## config.mk

```make
export PLATFORM = sky130hd
export DESIGN_NAME = cascade_counter
export DESIGN_NICKNAME = d
export VERILOG_FILES = /design/src/rtl/cascade_counter_pkg.sv /design/src/rtl/cnt_ctrl.sv /design/src/rtl/cnt_next.sv /design/src/rtl/cnt_carry.sv /design/src/rtl/cascade_counter.sv
export SDC_FILE = /design/constraint.sdc
export NUM_CORES = 1
export LEC_CHECK = 0
export BUFFER_PORTS_ARGS = -buffer_cell sky130_fd_sc_hd__buf_2
export CAP_MARGIN = 20
export CORE_AREA = 2 2 39 41
export DETAILED_ROUTE_END_ITERATION = 10
export DIE_AREA = 0 0 41 43
export GPL_TIMING_DRIVEN = 0
export SYNTH_ARGS = -nofsm -noshare
export SYNTH_HDL_FRONTEND = slang
export SYNTH_HIERARCHICAL = 1
export SYNTH_SLANG_ARGS = --single-unit
```

## constraint.sdc

```tcl
create_clock -name clk -period 1.72 [get_ports clk]
set_input_delay 0.172 -clock clk [delete_from_list [all_inputs] [get_ports clk]]
set_output_delay 0.172 -clock clk [all_outputs]
set_load 0.005 [all_outputs]
```

## src/rtl/cascade_counter_pkg.sv

```systemverilog
package cascade_counter_pkg;

    typedef enum logic [1:0] {
        OP_HOLD = 2'd0,
        OP_LOAD = 2'd1,
        OP_INC  = 2'd2
    } cnt_op_e;

endpackage

```

## src/rtl/cnt_ctrl.sv

```systemverilog
module cnt_ctrl
    import cascade_counter_pkg::*;
(
    input  logic    ld_n,
    input  logic    en_cnt,
    input  logic    en_chain,
    output cnt_op_e op
);

    // preset outranks counting; both enables needed to advance
    always_comb begin
        if (!ld_n) begin
            op = OP_LOAD;
        end else if (en_cnt && en_chain) begin
            op = OP_INC;
        end else begin
            op = OP_HOLD;
        end
    end

endmodule

```

## src/rtl/cnt_next.sv

```systemverilog
module cnt_next
    import cascade_counter_pkg::*;
#(
    parameter int W = 4
) (
    input  cnt_op_e        op,
    input  logic [W-1:0]   cur,
    input  logic [W-1:0]   din,
    output logic [W-1:0]   nxt
);

    logic [W-1:0] inc_val;
    logic [W:0]   ones_below;

    assign ones_below[0] = 1'b1;

    // bit i toggles when every lower bit is one
    for (genvar i = 0; i < W; i++) begin : g_bit
        assign inc_val[i]      = cur[i] ^ ones_below[i];
        assign ones_below[i+1] = ones_below[i] & cur[i];
    end

    always_comb begin
        unique case (op)
            OP_LOAD: nxt = din;
            OP_INC:  nxt = inc_val;
            default: nxt = cur;
        endcase
    end

endmodule

```

## src/rtl/cnt_carry.sv

```systemverilog
module cnt_carry #(
    parameter int W = 4
) (
    input  logic [W-1:0] cur,
    input  logic         en_chain,
    output logic         tc
);

    logic [W:0] all_ones;

    assign all_ones[0] = en_chain;

    for (genvar i = 0; i < W; i++) begin : g_and
        assign all_ones[i+1] = all_ones[i] & cur[i];
    end

    assign tc = all_ones[W];

endmodule

```

## src/rtl/cascade_counter.sv

```systemverilog
module cascade_counter
    import cascade_counter_pkg::*;
#(
    parameter int W = 4
) (
    input  logic         clk,
    input  logic         clr_n,
    input  logic         ld_n,
    input  logic         en_cnt,
    input  logic         en_chain,
    input  logic [W-1:0] din,
    output logic [W-1:0] cnt,
    output logic         tc_out
);

    typedef struct packed {
        logic [W-1:0] count;
    } state_t;

    state_t       state_d;
    state_t       state_q;
    cnt_op_e      op;
    logic [W-1:0] nxt_count;

    cnt_ctrl u_ctrl (
        .ld_n     (ld_n),
        .en_cnt   (en_cnt),
        .en_chain (en_chain),
        .op       (op)
    );

    cnt_next #(.W(W)) u_next (
        .op  (op),
        .cur (state_q.count),
        .din (din),
        .nxt (nxt_count)
    );

    cnt_carry #(.W(W)) u_carry (
        .cur      (state_q.count),
        .en_chain (en_chain),
        .tc       (tc_out)
    );

    always_comb begin
        state_d       = state_q;
        state_d.count = nxt_count;
    end

    always_ff @(posedge clk or negedge clr_n) begin
        if (!clr_n) begin
            state_q <= '0;
        end else begin
            state_q <= state_d;
        end
    end

    assign cnt = state_q.count;

endmodule

```

# --- Yosys cells after proc, flatten, opt, wreduce, memory -nomap -nowiden ---
# Cells that the tools add are included.
word_totals:
  input_bits: 9
  n_memories: 0
  reg_bits: 4
  mem_bits_rw: 0
  rom_bits: 0
  latchBits: 0
  word_cells: 18
op_classes:
  mux: 3
  bitwise: 10
  n_div: 0
  shifts: 0
  n_eq_ne: 2
  n_reduce_logical: 2
  n_lt_le_gt_ge: 0
  addsub: 0
  mul: 0
op_table:
  columns: ["cell", "count"]
  rows:
  - ["$pmux 4 s2", 1]
  - ["$and 1x1->1", 6]
  - ["$mux 2", 2]
  - ["$xor 1x1->1", 3]
  - ["$eq 2x1->1 const B", 1]
  - ["$eq 2x2->1 const B", 1]
  - ["$reduce_bool 2->1", 1]
  - ["$logic_and 1x1->1", 1]
  - ["$not 1->1", 1]

# --- Longest topological paths before layout ---
logic_depth:
  depth_word: 5
  depth_mapped: 7

# --- Hierarchy ---
# The synthesis kept the hierarchy.
modules_own_cells:
  columns: ["mod", "area_per_inst_um2", "n_inst", "cells_each"]
  rows:
  - ["cnt_next", 158.9, 1, 22]
  - ["cascade_counter", 100.1, 1, 4]
  - ["cnt_carry", 12.5, 1, 3]
  - ["cnt_ctrl", 10.0, 1, 2]

# --- Worst setup path after synthesis ---
# Ideal clock, no wire load.
synth_timing:
  path_type: "register to register"
  start: "reg state_q, in the netlist cnt[0]"
  end: "reg state_q, in the netlist cnt[3]"
  arrival_time_ps: 1093
  stages_incl_launch_ff: 6
  path_slack_ps: 495
  cell_sequence: "dfrtp_1 > ha_1 > ha_1 > nor3b_2 > o21ai_1 > o211ai_1"
synth_between:
  elab_chain_len: 4
synth_lines:
  columns: ["item", "line", "text"]
  rows:
  - ["start: declaration", "cascade_counter.sv:21", "state_t state_q;"]
  - ["start signal: assignment", "cascade_counter.sv:54", "state_q <= state_d;"]
  - ["$and 1x1->1 (2 in series)", "cnt_next.sv:20", "assign ones_below[i+1] = ones_below[i] & cur[i];"]
  - ["$xor 1x1->1", "cnt_next.sv:19", "assign inc_val[i] = cur[i] ^ ones_below[i];"]
  - ["$pmux 4 s2", "cnt_next.sv:24", "unique case (op)"]
  - ["named net nxt_count[3]", "cascade_counter.sv:23", "logic [W-1:0] nxt_count;"]
# The timed path passes the listed nets, and every way through them passes these cells.
# A chain may end at the register's enable or synchronous reset.

# --- Worst setup path after layout ---
# Ends and elaborated chain as after synthesis.

==> results by group <==
Floorplanning
  • Die H: 43 um
  • Die Area: 1760 um^2
  • Chip width: 41 um
  • Initial Utilization: 20.3%
  • FP Rows: 14
  • # IOs: 14
  • Core Footprint: 1380 um^2

Placement
  • RePlAce Congestion: 0.669
  • Port Buf Inserts: 13
  • Placed wire-length estimate: 515 um

Route
  • DRC viols: 0
  • Total number of vias: 274
  • DRT iter0 DRCs: 7
  • WL final: 637 um
  • DRT antenna net count: 0
  • DRT Pass-1 Iters: 4
  • Via density: 4.28
  • Routed wire per std cell: 9.95 um

Layout
  • Final #Nets: 63
  • Core Util, Final: 28.8%
  • Layout cells sized above 1: 37.5%
  • Max FFs per register: 4
  • Synthesis-to-finish area growth: 41.8%
  • Ant diodes: 0

Timing
  • Worst Tran Pin Value: 0.240 ns
  • Final-report setup violation count: 0
  • Period utilization: 75.4%
  • Rel. slew slack: 84.0%
  • Fin crit period: 1.30 ns
  • Highest clock rate: 771 MHz
  • RSZ-0062 raised after global routing: false
  • Setup TNS: 0 ns
  • Final hold vios: 0
  • Fin. max-slew vios: 0
  • Worst Skew: 0.00877 ns

Yosys
  • Mapped Area: 282 um^2
  • Syn Inst Count: 31
  • Flops & latches, synth: 4
  • Syn nets: 44
  • Ys flop type: dfrtp_1
  • Syn. warnings: 6
  • Synth top area share: 35.6%
  • Avg Inst Size Synth: 9.08 um^2
  • Seq/Total Area, Yosys: 35.6%
  • Commonest cells in the netlist: 5 x nand2_1, 4 x dfrtp_1, 4 x ha_1, 4 x inv_1
  • Largest cells by area after synthesis: dfrtp_1 36%, ha_1 18%, nand2_1 6.7%
  • Yosys top cell by area: dfrtp_1
  • Async SR Flop Fraction: 100%
  • Count leader, synth: nand2_1
  • Number of distinct library cells after synthesis: 16
  • EDFF count, synth: 0

Pwr
  • Logic pwr share: 22.8%
  • Leak: 0.216 nW
  • Clock power frac: 37.7%
  • Pwr Total: 0.306 mW
  • Worst VDD drop: 0.000314 V
  • Internal: 0.221 mW
  • Sw Ratio: 27.7%
  • Seq pwr share: 39.6%
  • Pwr dens: 766 nW/um^2
  • Switch Pwr: 0.0846 mW

Global routing
  • Global-route wire length before repair: 1000 um
  • Global Route Usage Sum: 8.65%
  • Grt ovf: 0
  • Vias in the first global route: 268
  • Largest net degree at the start of global routing: 10
  • Initial antenna violation count: 0

Critical path
  • Crit Path Class: reg -> reg
  • Ordered list of cells on the worst path: ha_1 -> ha_1 -> nor3b_2 -> o21ai_1 -> o211ai_1
  • Crit start category: flip-flop
  • WP data required: 1.82 ns
  • CP arrival: 1.40 ns
  • Crit path top cell by count: ha_1
  • Worst reg2reg path depth: 5
  • Worst Path Max Fanout: 4
  • Slowest stage delay, CP: 0.40 ns
  • Critical Path Sink Type: flip-flop
  • Highest-delay cell along the critical path: dfrtp_1

Run status
  • Outcome: finished clean

Worst hold path
  • Hold path cells: 3
  • Hold WC Path Type: in -> reg

Clock tree
  • Clk slew on worst S/H paths: 0.04 ns
  • Clock Tree Buf Depth: 2
  • CTS HTree Levels: 1
  • CTS tree: built
  • Clk sinks: 4
  • Post_cts resized: 0
  • CTS root buffer: clkbuf_4
  • Worst-Skew Late Latency: 0.24 ns
  • TritonCTS buffer count: 3

Job
  • Max Cap Viol: 0
## layout by cell type (no fill, tap or decap), drive strengths merged, types with 2 or more instances in the layout
master	Yosys	final
inv	4	4
nand2	5	5
buf	1	14
o21ai	3	3
ha	4	4
clkbuf	0	3
dfrtp	4	4
a22oi	2	2
## worst max-delay path: cells and delay by family, from the launching register on
family	cells	cell delay, ns
AO/OA/AOI/OAI	2	0.22
adder cells (fa/ha/maj)	2	0.41
AND/OR/NAND/NOR	1	0.15
flip-flops	1	0.40
## power by group through the flow
stage	Clock (mW)	Combinational [mW]	Sequential, mW
after floorplan	0	0.0372	0.121
after CTS	0.123	0.0702	0.122
after global routing	0.126	0.0792	0.124
final	0.115	0.0696	0.121
after global placement	0	0.0669	0.123
after detailed placement	0	0.0683	0.123
## path summary, 6_finish.rpt
path,from,endpoint,slack [ns]
max in group asynchronous,clr_n,cnt[0],1.33
min in group asynchronous,clr_n,cnt[3],0.26
min reg2reg,cnt[2],cnt[2],0.55
min,din[3],cnt[3],0.23
max,cnt[0],cnt[3],0.42
max reg2reg,cnt[0],cnt[3],0.42
## kinds of logic (layout without fill, tap and decap cells)
group / count (synthesis) / after routing / synth area share, %
AND/OR/NAND/NOR: 10 / 10 / 19.1
AO/OA/AOI/OAI: 8 / 8 / 18.2
buffers and inverters: 5 / 22 / 9.33
adder cells (fa/ha/maj): 4 / 4 / 17.8
flip-flops: 4 / 4 / 35.6
## metal layers
metal	part of all wire, %	track usage (%)	vias to the layer above
met5	0	0	-
met4	0	6.00	0
met3	6.3	3.14	0
met2	52	13.8	8
met1	42	8.74	124
li1	-	-	142
## timing repair
item,in CTS,in global routing
setup buffers,0,0
hold endpoints to repair,4,0
setup endpoints to repair,0,0
hold buffers,1,0
## metrics by stage
step | setup slack [ns] | cell area, um^2 | hold slack (ns) | instances
after floorplan | 0.495 | 282 | -0.124 | 31
after CTS | 0.406 | 399 | 0.224 | 64
after detailed placement | 0.401 | 367 | -0.0218 | 60
after global placement | 0.423 | 367 | -0.0221 | 60
final | 0.423 | 399 | 0.226 | 64
after global routing | 0.335 | 399 | 0.230 | 64
## final cells by class
type                            instances  area, um^2
Buffer                                  1        11.3
Clock buffer                            3        22.5
Fill cell                             158         985
Inverter                                4        15.0
Multi-Input combinational cell         22         155
Sequential cell                         4         100
Tap cell                               16        20.0
Timing Repair Buffer                   14        75.1
(Power assumes the default switching activity.)
